**src/rtl/cmp_timer_pkg.sv**
```systemverilog
package cmp_timer_pkg;

  // Word indices (byte offset / 4) of the register file.
  localparam int unsigned WIX_CNT_LO = 0;
  localparam int unsigned WIX_CNT_HI = 1;
  localparam int unsigned WIX_CTRL   = 2;
  localparam int unsigned WIX_STAT   = 3;
  localparam int unsigned WIX_CMP_LO = 4;
  localparam int unsigned WIX_CMP_HI = 5;
  localparam int unsigned WIX_STEP   = 6;

  // Control register bit positions.
  localparam int unsigned CTL_RUN  = 0;
  localparam int unsigned CTL_CMP  = 1;
  localparam int unsigned CTL_IRQ  = 2;
  localparam int unsigned CTL_AUTO = 3;
  localparam int unsigned CTL_W    = 4;

  // Strobes and mode levels passed from control to datapath.
  typedef struct packed {
    logic cntLoWr;
    logic cntHiWr;
    logic cmpLoWr;
    logic cmpHiWr;
    logic stepWr;
    logic runEn;
    logic cmpEn;
    logic autoEn;
  } dpCtl_t;

endpackage

```
**src/rtl/cmp_timer_dp.sv**
```systemverilog
module cmp_timer_dp
  import cmp_timer_pkg::*;
#(
  parameter int DATA_W = 32
) (
  input  logic                clk,
  input  logic                rstN,
  input  dpCtl_t              ctl,
  input  logic [DATA_W-1:0]   wrData,
  output logic [2*DATA_W-1:0] cntVal,
  output logic [2*DATA_W-1:0] cmpVal,
  output logic [DATA_W-1:0]   stepVal,
  output logic                fire
);

  localparam int CNT_W  = 2 * DATA_W;
  localparam int NWORDS = CNT_W / DATA_W;

  logic [CNT_W-1:0]                cntQ;
  logic [CNT_W-1:0]                cmpQ;
  logic [CNT_W-1:0]                cmpSum;
  logic [DATA_W-1:0]               stepQ;
  logic                            armedQ;
  logic                            geNow;
  logic                            reload;
  logic [NWORDS-1:0]               cntWordWr;
  logic [NWORDS-1:0]               cmpWordWr;
  logic [NWORDS-1:0]               carryIn;
  logic [NWORDS-1:0][DATA_W-1:0]   cntNext;
  logic [NWORDS-1:0][DATA_W-1:0]   cmpNext;

  assign cntWordWr = {ctl.cntHiWr, ctl.cntLoWr};
  assign cmpWordWr = {ctl.cmpHiWr, ctl.cmpLoWr};

  assign cmpSum = cmpQ + CNT_W'(stepQ);
  assign geNow  = (cntQ >= cmpQ);
  assign fire   = ctl.cmpEn && armedQ && geNow;
  assign reload = fire && ctl.autoEn;

  // Per-word next-state: a word increments when every lower word is all ones.
  for (genvar w = 0; w < NWORDS; w++) begin : g_word
    localparam int LO = w * DATA_W;
    if (w == 0) begin : g_lsw
      assign carryIn[w] = ctl.runEn;
    end else begin : g_msw
      assign carryIn[w] = ctl.runEn && (&cntQ[LO-1:0]);
    end

    always_comb begin
      cntNext[w] = cntQ[LO +: DATA_W];
      if (carryIn[w]) begin
        cntNext[w] = cntQ[LO +: DATA_W] + 1'b1;
      end else if (!ctl.runEn && cntWordWr[w]) begin
        cntNext[w] = wrData;
      end
    end

    always_comb begin
      cmpNext[w] = cmpQ[LO +: DATA_W];
      if (cmpWordWr[w]) begin
        cmpNext[w] = wrData;
      end else if (reload) begin
        cmpNext[w] = cmpSum[LO +: DATA_W];
      end
    end
  end

  always_ff @(posedge clk or negedge rstN) begin
    if (!rstN) begin
      cntQ  <= '0;
      cmpQ  <= '0;
      stepQ <= '0;
    end else begin
      cntQ <= cntNext;
      cmpQ <= cmpNext;
      if (ctl.stepWr) begin
        stepQ <= wrData;
      end
    end
  end

  // Arming: one crossing fires once unless the compare value moves.
  always_ff @(posedge clk or negedge rstN) begin
    if (!rstN) begin
      armedQ <= 1'b1;
    end else if (|cmpWordWr) begin
      armedQ <= 1'b1;
    end else if (fire) begin
      armedQ <= ctl.autoEn;
    end else if (!geNow) begin
      armedQ <= 1'b1;
    end
  end

  assign cntVal  = cntQ;
  assign cmpVal  = cmpQ;
  assign stepVal = stepQ;


  cnt_inc_chk: assert property (@(posedge clk) disable iff (!rstN)
    ctl.runEn |=> (cntQ == $past(cntQ) + 1'b1));


  cnt_hold_chk: assert property (@(posedge clk) disable iff (!rstN)
    (!ctl.runEn && !(|cntWordWr)) |=> $stable(cntQ));


  run_load_block_chk: assert property (@(posedge clk) disable iff (!rstN)
    (ctl.runEn && (|cntWordWr)) |=> (cntQ == $past(cntQ) + 1'b1));


  cnt_wrap_chk: assert property (@(posedge clk) disable iff (!rstN)
    (ctl.runEn && (&cntQ)) |=> (cntQ == '0));


  auto_reload_chk: assert property (@(posedge clk) disable iff (!rstN)
    (fire && ctl.autoEn && !(|cmpWordWr))
      |=> (cmpQ == $past(cmpQ) + CNT_W'($past(stepQ))));


  single_fire_chk: assert property (@(posedge clk) disable iff (!rstN)
    (fire && !ctl.autoEn && !(|cmpWordWr)) |=> !fire);

endmodule

```
**src/rtl/cmp_timer_ctrl.sv**
```systemverilog
module cmp_timer_ctrl
  import cmp_timer_pkg::*;
#(
  parameter int DATA_W = 32,
  parameter int ADDR_W = 5
) (
  input  logic                clk,
  input  logic                rstN,
  input  logic                wrEn,
  input  logic [ADDR_W-1:0]   addr,
  input  logic [DATA_W-1:0]   wrData,
  input  logic                fire,
  input  logic [2*DATA_W-1:0] cntVal,
  input  logic [2*DATA_W-1:0] cmpVal,
  input  logic [DATA_W-1:0]   stepVal,
  output dpCtl_t              dpCtl,
  output logic [DATA_W-1:0]   rdData,
  output logic                irqOut
);

  localparam int IDX_W = ADDR_W - 2;
  localparam int CNT_W = 2 * DATA_W;

  logic [IDX_W-1:0]  idx;
  logic [CTL_W-1:0]  ctlQ;
  logic              flagQ;
  logic              ctlWr;
  logic              stsWr;

  assign idx   = addr[ADDR_W-1:2];
  assign ctlWr = wrEn && (idx == IDX_W'(WIX_CTRL));
  assign stsWr = wrEn && (idx == IDX_W'(WIX_STAT));

  always_ff @(posedge clk or negedge rstN) begin
    if (!rstN) begin
      ctlQ <= '0;
    end else if (ctlWr) begin
      ctlQ <= wrData[CTL_W-1:0];
    end
  end

  // A hit in the same cycle as a clearing write wins.
  always_ff @(posedge clk or negedge rstN) begin
    if (!rstN) begin
      flagQ <= 1'b0;
    end else if (fire) begin
      flagQ <= 1'b1;
    end else if (stsWr && wrData[0]) begin
      flagQ <= 1'b0;
    end
  end

  always_comb begin
    dpCtl         = '0;
    dpCtl.cntLoWr = wrEn && (idx == IDX_W'(WIX_CNT_LO));
    dpCtl.cntHiWr = wrEn && (idx == IDX_W'(WIX_CNT_HI));
    dpCtl.cmpLoWr = wrEn && (idx == IDX_W'(WIX_CMP_LO));
    dpCtl.cmpHiWr = wrEn && (idx == IDX_W'(WIX_CMP_HI));
    dpCtl.stepWr  = wrEn && (idx == IDX_W'(WIX_STEP));
    dpCtl.runEn   = ctlQ[CTL_RUN];
    dpCtl.cmpEn   = ctlQ[CTL_CMP];
    dpCtl.autoEn  = ctlQ[CTL_AUTO];
  end

  always_comb begin
    rdData = '0;
    case (idx)
      IDX_W'(WIX_CNT_LO): rdData = cntVal[DATA_W-1:0];
      IDX_W'(WIX_CNT_HI): rdData = cntVal[CNT_W-1:DATA_W];
      IDX_W'(WIX_CTRL):   rdData = DATA_W'(ctlQ);
      IDX_W'(WIX_STAT):   rdData = DATA_W'(flagQ);
      IDX_W'(WIX_CMP_LO): rdData = cmpVal[DATA_W-1:0];
      IDX_W'(WIX_CMP_HI): rdData = cmpVal[CNT_W-1:DATA_W];
      IDX_W'(WIX_STEP):   rdData = stepVal;
      default:            rdData = '0;
    endcase
  end

  assign irqOut = flagQ && ctlQ[CTL_IRQ] && ctlQ[CTL_CMP];


  flag_source_chk: assert property (@(posedge clk) disable iff (!rstN)
    $rose(flagQ) |-> $past(fire));


  cmp_off_quiet_chk: assert property (@(posedge clk) disable iff (!rstN)
    !ctlQ[CTL_CMP] |=> !$rose(flagQ));


  flag_clear_chk: assert property (@(posedge clk) disable iff (!rstN)
    (stsWr && wrData[0] && !fire) |=> !flagQ);


  zero_write_keep_chk: assert property (@(posedge clk) disable iff (!rstN)
    (stsWr && !wrData[0] && flagQ) |=> flagQ);


  irq_needs_flag_chk: assert property (@(posedge clk) disable iff (!rstN)
    (irqOut && !fire && !(stsWr && wrData[0]) && !ctlWr) |=> irqOut);

endmodule

```
**src/rtl/cmp_timer64.sv**
```systemverilog
module cmp_timer64
  import cmp_timer_pkg::*;
#(
  parameter int DATA_W = 32,
  parameter int ADDR_W = 5
) (
  input  logic              clk,
  input  logic              rstN,
  input  logic              wrEn,
  input  logic [ADDR_W-1:0] addr,
  input  logic [DATA_W-1:0] wrData,
  output logic [DATA_W-1:0] rdData,
  output logic              irqOut
);

  localparam int CNT_W = 2 * DATA_W;

  dpCtl_t             dpCtl;
  logic               fire;
  logic [CNT_W-1:0]   cntVal;
  logic [CNT_W-1:0]   cmpVal;
  logic [DATA_W-1:0]  stepVal;

  cmp_timer_ctrl #(
    .DATA_W (DATA_W),
    .ADDR_W (ADDR_W)
  ) u_ctrl (
    .clk     (clk),
    .rstN    (rstN),
    .wrEn    (wrEn),
    .addr    (addr),
    .wrData  (wrData),
    .fire    (fire),
    .cntVal  (cntVal),
    .cmpVal  (cmpVal),
    .stepVal (stepVal),
    .dpCtl   (dpCtl),
    .rdData  (rdData),
    .irqOut  (irqOut)
  );

  cmp_timer_dp #(
    .DATA_W (DATA_W)
  ) u_dp (
    .clk     (clk),
    .rstN    (rstN),
    .ctl     (dpCtl),
    .wrData  (wrData),
    .cntVal  (cntVal),
    .cmpVal  (cmpVal),
    .stepVal (stepVal),
    .fire    (fire)
  );

endmodule

```
**config.mk**
```make
export PLATFORM = sky130hd
export DESIGN_NAME = cmp_timer64
export DESIGN_NICKNAME = d
export VERILOG_FILES = /design/src/rtl/cmp_timer_pkg.sv /design/src/rtl/cmp_timer_dp.sv /design/src/rtl/cmp_timer_ctrl.sv /design/src/rtl/cmp_timer64.sv
export SDC_FILE = /design/constraint.sdc
export NUM_CORES = 1
export LEC_CHECK = 0
export BUFFER_PORTS_ARGS = -buffer_cell sky130_fd_sc_hd__buf_2
export CORE_MARGIN = 1
export CORE_UTILIZATION = 55
export CTS_CLUSTER_SIZE = 25
export DETAILED_ROUTE_END_ITERATION = 6
export MAX_ROUTING_LAYER = met4
export PLACE_DENSITY = 0.76
export SETUP_SLACK_MARGIN = 0.1
export SYNTH_ARGS = -nofsm -noshare
export SYNTH_HDL_FRONTEND = slang
export SYNTH_SLANG_ARGS = --single-unit
```
**constraint.sdc**
```tcl
create_clock -name clk -period 3.05 [get_ports clk]
set_clock_uncertainty 0.2 [all_clocks]
set_input_delay 0.1525 -clock clk [delete_from_list [all_inputs] [get_ports clk]]
set_output_delay 0.1525 -clock clk [all_outputs]
set_load 0.01 [all_outputs]
```
==> summary.md, run 1 <==
| Metric | Value |
|---|---|
| Lkg Pwr | 0.00857 uW |
| Clock tree root buffer cell | sky130_fd_sc_hd__clkbuf_16 |
| Met3 WL | 7410 um |
| Worst setup slack after placement | -592 ps |
| Required time at the endpoint of the critical path | 3130 ps |
| Synthesized area | 12900 um^2 |
| NumNets Final | 2097 |
| Number of antenna violations at the first check in global routing | 0 |
| Worst Setup Start Kind | flip-flop |
| Count of unique library cells instantiated by Yosys | 77 |
| Site Rows | 55 |
| Number of sinks driven by the clock tree | 166 |
| Unrepaired setup endpoints after global routing | true |
| Arithmetic-cell share of the synthesized area counting full adders, half adders and majority gates | 9.69% |
| Worst R2R Path Depth | 13 |
| Critical path endpoint category | flip-flop |
| Capture point of the worst reg-to-reg path | u_dp.cmpVal[52] |
| Highest ir drop seen on vdd | 0.621 mV |
| Area enclosed by the die boundary | 24000 um^2 |
| Horizontal die dimension | 155 um |
| ANT cells | 0 |
| Simple-gate share of the synthesized area | 20.5% |
| Top library cells by usage in the layout, fill and taps aside | sky130_fd_sc_hd__buf_4, sky130_fd_sc_hd__dfrtp_1, sky130_fd_sc_hd__nand2_1 |
| Areal power density over the cells | 934 nW/um^2 |
| Placed Instance Area | 15900 um^2 |
| Relative slew slack | 49.6% |
| Seq cells post-synth | 166 |
| Area of the core | 22800 um^2 |
| Failing checks | design-rule violations, negative setup slack |
| Proportion of synthesized flip-flops having asynchronous set or reset | 100% |
| Wire length reported by the detailed router | 56400 um |
| Maximum fanout along the worst path | 6 |
| Startpoint of the lowest-slack register-to-register path | u_dp.cntVal[26] |
| Count of final hold-check violations | 0 |
| Detailed-placement wirelength estimate | 34700 um |
| Xor and xnor fraction of the mapped netlist area | 4.02% |
| First-pass GRT wire length | 82200 um |
| Reg clk slew, reported paths | 70 ps |
| Via count of the routed design | 15500 |
| Maximum number of pins on one net before global-route repair | 71 |
| Met2 routed WL | 25300 um |
| Number of enable flip-flop cells after synthesis | 0 |
| # H-tree levels | 4 |
| Overall power | 17600 uW |
| Wl on met1 | 19500 um |
| Crit path from | u_dp.cntVal[26] |
| Routability cong. | 1.01 |
| Post-Layout Inst Area | 18800 um^2 |
| Syn_area_per_cell | 8.48 um^2 |
| Min cycle time layout | 3800 ps |
| Highest metal layer with signal wires | met4 |
| Count of boundary I/O pins | 73 |
| Routed via count divided by cell count | 6.77 |
| Global-route usage over all layers | 46.3% |
| Class of the most critical hold timing path | input pin to asynchronous set/reset pin |
| Average wire length per cell after detail routing | 24.7 um |
| Area growth, synth to finish | 46.2% |
| Longest Clk Path Bufs | 2 |
| Die height | 155 um |
| Type of the worst setup path | flip-flop to flip-flop |
| Setup ws final | -752 ps |
| Worst Setup EP | u_dp.cmpVal[52] |
| Violation count after the first detailed-route iteration | 2182 |
| Final period utilization | 125% |
| Count of final max-slew check failures | 0 |
| Residual antenna-violating net count after detailed routing | 0 |
| Compound-cell area share of the yosys netlist | 18.5% |
| Count of mapped cells out of synthesis | 1517 |
| Multiplexer share of the synthesized area | 9.36% |
| Fraction of layout cells with a size suffix above 1 | 37.7% |
| Upper clock frequency limit | 0.263 GHz |
| Critical path arrival | 3880 ps |
| Most common cell after layout, fill and taps aside | sky130_fd_sc_hd__buf_4 |
| Setup slack, reg-to-reg | -750 ps |
| Setup violations, final | 64 |
| Initial Util | 56.5% |
| Number of violations of the max-capacitance limit | 0 |
| Post-layout utilization of the core | 82.5% |
| 1st-pass router iterations | 7 |
| Count of input and output buffers | 70 |
| Slew at the pin with the worst max-slew slack | 755 ps |
| Clock tree from TritonCTS | built |
| Main combinational cell family by area after synthesis | simple AND/OR/NAND/NOR gates |
| TritonCTS buffer count | 17 |
| Synth Flop Type | sky130_fd_sc_hd__dfrtp_1 |
| Result of the run | finished, violations left |
| Overflow left after global routing | 0 |
| Post-Synthesis Net Count | 1656 |
| Clock latency on the worst-skew pair | 450 ps |
| Sequential fraction of the synthesis area | 32.3% |
| Synthesis Warnings | 0 |
| Drt drc | 19 |
| Number of global-route vias before repair | 15100 |
critical path, cell delays in order (launching register included):
cell                       delay [ps]
sky130_fd_sc_hd__dfrtp_1          410
sky130_fd_sc_hd__ha_1             310
sky130_fd_sc_hd__nand4_1          240
sky130_fd_sc_hd__nor4_2           440
sky130_fd_sc_hd__buf_4            190
sky130_fd_sc_hd__nand3_1           80
sky130_fd_sc_hd__o211ai_1         280
sky130_fd_sc_hd__a21oi_2           90
sky130_fd_sc_hd__a21bo_4          230
sky130_fd_sc_hd__or4b_4           560
sky130_fd_sc_hd__buf_12           180
sky130_fd_sc_hd__nor4_4           160
sky130_fd_sc_hd__xnor2_1          160
sky130_fd_sc_hd__a21oi_1          110
cells in the mapped netlist, types with 9 or more instances:
library cell	n	area, um^2
sky130_fd_sc_hd__dfrtp_1	165	4130
sky130_fd_sc_hd__nand2_1	155	582
sky130_fd_sc_hd__a21oi_1	149	746
sky130_fd_sc_hd__nor2_1	135	507
sky130_fd_sc_hd__o21ai_0	119	596
sky130_fd_sc_hd__inv_1	114	428
sky130_fd_sc_hd__ha_1	98	1230
sky130_fd_sc_hd__clkbuf_1	50	188
sky130_fd_sc_hd__nand3_1	48	240
sky130_fd_sc_hd__xnor2_1	46	403
sky130_fd_sc_hd__nand4_1	35	219
sky130_fd_sc_hd__mux2_2	34	383
sky130_fd_sc_hd__nor3_1	31	155
sky130_fd_sc_hd__and3_1	28	175
sky130_fd_sc_hd__mux4_2	28	631
sky130_fd_sc_hd__a211oi_1	19	143
sky130_fd_sc_hd__mux2i_1	19	190
sky130_fd_sc_hd__nor4_1	16	100
sky130_fd_sc_hd__o21a_1	15	113
sky130_fd_sc_hd__o22ai_1	15	93.8
sky130_fd_sc_hd__a21o_1	14	105
sky130_fd_sc_hd__buf_1	14	52.6
sky130_fd_sc_hd__xor2_1	13	114
sky130_fd_sc_hd__o211ai_1	11	82.6
sky130_fd_sc_hd__nor3b_1	10	75.1
sky130_fd_sc_hd__and4_1	9	78.8
flip-flops by register name (all words and copies together), names as in the netlist:
name,count
u_dp.cmpVal,64
u_ctrl.ctlQ,4
u_dp.stepVal,32
u_ctrl.flagQ,1
u_dp.armedQ,1
u_dp.cntVal,64
routing by layer:
| metal | vias to the layer above | GRT usage (%) |
|---|---|---|
| li1 | 6366 | - |
| met1 | 7265 | 55.3 |
| met2 | 1378 | 71.8 |
| met3 | 462 | 11.2 |
| met4 | 0 | 26.4 |
| met5 | - | - |
cells by family after synthesis:
group | Yosys count
DFF | 166
AOI/OAI and AO/OA | 401
xor gates and xnor gates | 59
muxes | 81
and+or+nand+nor | 524
adders and majority gates | 99
buffers and inverters | 187
final cells by class:
cell class / instances / area [um^2]
clock buffer: 21 / 450
multi-input combinational: 1164 / 9150
timing repair buffer: 494 / 4060
inverter: 115 / 432
clock inverter: 11 / 149
sequential: 166 / 4160
fill: 1208 / 3990
tap: 313 / 392
worst min path at each step:
stage	end	cells after the start	slack [ps]	startpoint
detailed placement	u_dp.cmpVal[4]	1	20	rstN
floorplan	u_ctrl.ctlQ[0]	0	-340	rstN
global route	u_dp.armedQ	4	130	addr[3]
CTS	u_dp.armedQ	4	90	addr[3]
finish	u_dp.cmpVal[6]	2	90	rstN
global placement	u_dp.cmpVal[6]	1	20	rstN
power by group:
| part | total [uW] | internal, uW | leakage [uW] | switching (uW) |
|---|---|---|---|---|
| clock | 2330 | 1310 | 0.000284 | 1010 |
| sequential | 3520 | 2920 | 0.00190 | 600 |
| combinational | 11700 | 5520 | 0.00638 | 6190 |
| total | 17600 | 9760 | 0.00857 | 7800 |
stage by stage:
step                instances  hold WS, ps  setup TNS [ps]
finish                   2284         90.8          -28080
CTS                      2265         88.7          -14750
detailed placement       2152         17.9          -17080
global placement         2152         18.2          -12790
global route             2284          135          -30440
floorplan                1517         -343            -559
what timing repair did:
item	4_1_cts	5_1_grt
gates resized for setup	190	106
endpoints found under the setup margin	71	95
pin swaps	76	84
setup buffers	40	24
hold endpoints to repair	232	0
hold buffers	34	0
gates cloned	7	0
No activity file was read; power rests on OpenSTA's default activity.
==> run 2: changes to the inputs <==
- ABC_AREA: default -> 1
- CTS_CLUSTER_SIZE: 25 -> 20
- PLACE_DENSITY: 0.76 -> 0.75
==> summary.md, run 2 <==
| Metric | Value |
|---|---|
| Relative slew slack | 45.6% (-4.0 points) |
| Clock latency on the worst-skew pair | 470 ps (+20 ps) |
| Longest Clk Path Bufs | 2 (unchanged) |
| Count of boundary I/O pins | 73 (unchanged) |
| Wire length reported by the detailed router | 66700 um (+18%) |
| Slew at the pin with the worst max-slew slack | 815 ps (+60.1 ps) |
| Crit-path max cell delay | 430 ps (-130 ps) |
| Count leader, synth | sky130_fd_sc_hd__nand2_1 |
| Via count of the routed design | 18100 (+17%) |
| Combined buffer and inverter count along the critical path | 2 (unchanged) |
| Seq cells post-synth | 166 (unchanged) |
| Die height | 170 um (+10%) |
| Top library cells by usage in the layout, fill and taps aside | sky130_fd_sc_hd__nand2_1, sky130_fd_sc_hd__inv_1, sky130_fd_sc_hd__nand3_1 |
| Final period utilization | 95.4% (-29 points) |
| Syn_area_per_cell | 6.27 um^2 (-26%) |
| Routed via count divided by cell count | 5.98 (-12%) |
| Biggest area contributors in the synthesized netlist | sky130_fd_sc_hd__dfrtp_1, sky130_fd_sc_hd__nand2_1, sky130_fd_sc_hd__inv_1, sky130_fd_sc_hd__ha_1, sky130_fd_sc_hd__nand3_1 |
| Maximum fanout along the worst path | 16 (+10) |
| Maximum number of pins on one net before global-route repair | 60 (-15%) |
| ANT cells | 0 (unchanged) |
| Setup total negative slack | 0 ps (+28080 ps) |
| Number of global-route vias before repair | 16600 (+9.8%) |
| Count of unique library cells instantiated by Yosys | 50 (-35%) |
| Worst Setup Start Kind | flip-flop |
| Initial Util | 56.0% (-0.48 points) |
| Count of final hold-check violations | 0 (unchanged) |
| Slowest cell on crit path | sky130_fd_sc_hd__dfrtp_1 |
| TritonCTS buffer count | 17 (unchanged) |
| Unrepaired setup endpoints after global routing | true |
| Clock tree root buffer cell | sky130_fd_sc_hd__clkbuf_16 |
| NumNets Final | 2770 (+32%) |
| Area growth, synth to finish | 15.1% |
| Library cell occupying the most area in the post-synthesis netlist | sky130_fd_sc_hd__dfrtp_1 |
| Critical path endpoint category | flip-flop |
| Site Rows | 61 (+11%) |
| Count of mapped cells out of synthesis | 2486 (+64%) |
| First-pass GRT wire length | 97900 um (+19%) |
| Final cell count without fillers | 3022 (+32%) |
| Most frequent cells after synthesis | sky130_fd_sc_hd__nand2_1, sky130_fd_sc_hd__inv_1, sky130_fd_sc_hd__nand3_1 |
| Synth Flop Type | sky130_fd_sc_hd__dfrtp_1 |
| Number of violations of the max-capacitance limit | 0 (unchanged) |
| Synthesis Warnings | 0 (unchanged) |
| Top cell family by delay on the critical path | simple AND/OR/NAND/NOR gates |
| Area enclosed by the die boundary | 29000 um^2 (+21%) |
| Number of sinks driven by the clock tree | 166 (unchanged) |
| Worst path cell trace | inv_1, ha_1, nand2_1, nor2_1, nand2_1, nor3_4, nand2_1, nor2_1, nand2_1, nand2_2, nand3_4, nand2_4, buf_12, nand2_1, nand2_1 |
| Proportion of synthesized flip-flops having asynchronous set or reset | 100% (unchanged) |
| Global-route usage over all layers | 47.6% (+1.3 points) |
| Setup violations, final | 0 (-100%) |
| Lkg Pwr | 0.00941 uW (+9.9%) |
| Number of antenna violations at the first check in global routing | 0 (unchanged) |
| Sequential fraction of the synthesis area | 26.7% (-5.7 points) |
| Class of the most critical hold timing path | input pin to asynchronous set/reset pin |
| Area of the core | 27900 um^2 (+22%) |
| Type of the worst setup path | flip-flop to flip-flop |
| Highest ir drop seen on vdd | 0.641 mV (+3.2%) |
| Most common cell on crit path | sky130_fd_sc_hd__nand2_1 |
| Overflow left after global routing | 0 (unchanged) |
| Residual antenna-violating net count after detailed routing | 0 (unchanged) |
| Overall power | 15400 uW (-12%) |
| Critical path arrival | 3110 ps (-770 ps) |
| Number of enable flip-flop cells after synthesis | 0 (unchanged) |
| Average wire length per cell after detail routing | 22.1 um (-11%) |
| Post-Synthesis Net Count | 2625 (+59%) |
| Most common cell after layout, fill and taps aside | sky130_fd_sc_hd__nand2_1 |
| Areal power density over the cells | 860 nW/um^2 (-7.9%) |
| Post-layout utilization of the core | 64.4% (-18 points) |
| Fraction of layout cells with a size suffix above 1 | 10.2% (-28 points) |
| Synthesized area | 15600 um^2 (+21%) |
| Detailed-placement wirelength estimate | 51900 um (+49%) |
| Drt drc | 0 (-19) |
| Upper clock frequency limit | 0.344 GHz (+31%) |
| Min cycle time layout | 2910 ps (-894 ps) |
| Result of the run | complete, no violations |
| Violation count after the first detailed-route iteration | 2242 (+2.7%) |
| Routability cong. | 1.08 (+6.8%) |
| Top cell type's share of synthesized area | 26.5% (-5.6 points) |
| Count of input and output buffers | 70 (unchanged) |
| Total instance count after detailed placement | 2946 (+37%) |
| Clock tree from TritonCTS | built |
| # H-tree levels | 4 (unchanged) |
| Required time at the endpoint of the critical path | 3250 ps (+120 ps) |
| 1st-pass router iterations | 7 (unchanged) |
| Horizontal die dimension | 170 um (+10%) |
| Reg clk slew, reported paths | 80 ps (about the same) |
| Count of final max-slew check failures | 0 (unchanged) |
run 2: cell count changes in the layout (fill, tap and decap cells not counted), moves of 59 or more:
cell	delta
sky130_fd_sc_hd__inv_1	+279
sky130_fd_sc_hd__o21ai_0	+85
sky130_fd_sc_hd__a21oi_1	-59
sky130_fd_sc_hd__nand3_1	+137
sky130_fd_sc_hd__nand2_1	+704
sky130_fd_sc_hd__buf_4	-258
run 2: final timing paths:
kind	startpoint	endpoint	slack, ps	cells after the start
worst max register to register	u_dp.cmpVal[55]	u_dp.cmpVal[39]	140	15
worst min register to register	u_ctrl.ctlQ[2]	u_ctrl.ctlQ[2]	340	2
worst max-delay path	u_dp.cmpVal[55]	u_dp.cmpVal[39]	140	15
min in group clk	addr[2]	u_ctrl.ctlQ[2]	160	6
max in group asynchronous	rstN	u_dp.cmpVal[15]	1730	3
worst min-delay path	rstN	u_dp.cmpVal[55]	50	2
run 2: worst reg2reg max path, stage by stage, from the launching register on:
cell and delay (ps):
sky130_fd_sc_hd__dfrtp_1 430, sky130_fd_sc_hd__inv_1 150, sky130_fd_sc_hd__ha_1 330, sky130_fd_sc_hd__nand2_1 70, sky130_fd_sc_hd__nor2_1 160, sky130_fd_sc_hd__nand2_1 140, sky130_fd_sc_hd__nor3_4 260, sky130_fd_sc_hd__nand2_1 100
sky130_fd_sc_hd__nor2_1 100, sky130_fd_sc_hd__nand2_1 70, sky130_fd_sc_hd__nand2_2 140, sky130_fd_sc_hd__nand3_4 150, sky130_fd_sc_hd__nand2_4 160, sky130_fd_sc_hd__buf_12 190, sky130_fd_sc_hd__nand2_1 110, sky130_fd_sc_hd__nand2_1 80
run 2: area by class of cell:
type	count	area, um^2
Clock buffer	18	439
Clock inverter	14	210
Fill cell	2641	9910
Inverter	395	1480
Multi-Input combinational cell	1854	9720
Sequential cell	166	4160
Tap cell	378	473
Timing Repair Buffer	197	1460
run 2: cells by family (layout without fill, tap and decap cells):
group | count (synthesis) | after routing | synth area share, %
compound gates | 349 | 349 | 13.5
xor+xnor | 66 | 66 | 3.71
fa+ha+maj | 99 | 99 | 7.99
buf+inv | 466 | 624 | 11.8
flops | 166 | 166 | 26.7
simple gates | 1340 | 1340 | 36.3
run 2: per-stage QoR:
step / instance area (um^2) / setup WS, ps / hold WS (ps)
finish: 17900 / 141 / 47.1
global route: 17900 / 31.7 / 102
CTS: 17700 / 109 / 76.6
detailed placement: 16700 / 117 / -8.28
global placement: 16700 / 177 / -8.54
floorplan: 15600 / 709 / -343
run 2: power breakdown:
group / internal [uW] / switching [uW]
sequential: 2970 / 1060
clock: 1420 / 1110
combinational: 3170 / 5710
run 2: timing repair:
item / in CTS / in global routing
cloned: 0 / 1
pin swaps: 0 / 3
endpoints found under the setup margin: 3 / 65
buffers inserted: 0 / 8
hold endpoints to repair: 193 / 0
hold buffers: 35 / 0
resized for setup: 2 / 35
run 2: routing by layer:
metal	vias to the layer above	global-route usage, %	routed length [um]
met5	-	-	0
met4	0	29.3	4750
met3	248	10.2	6950
met2	1179	71.2	28800
met1	8317	58.6	26200
li1	8332	-	-
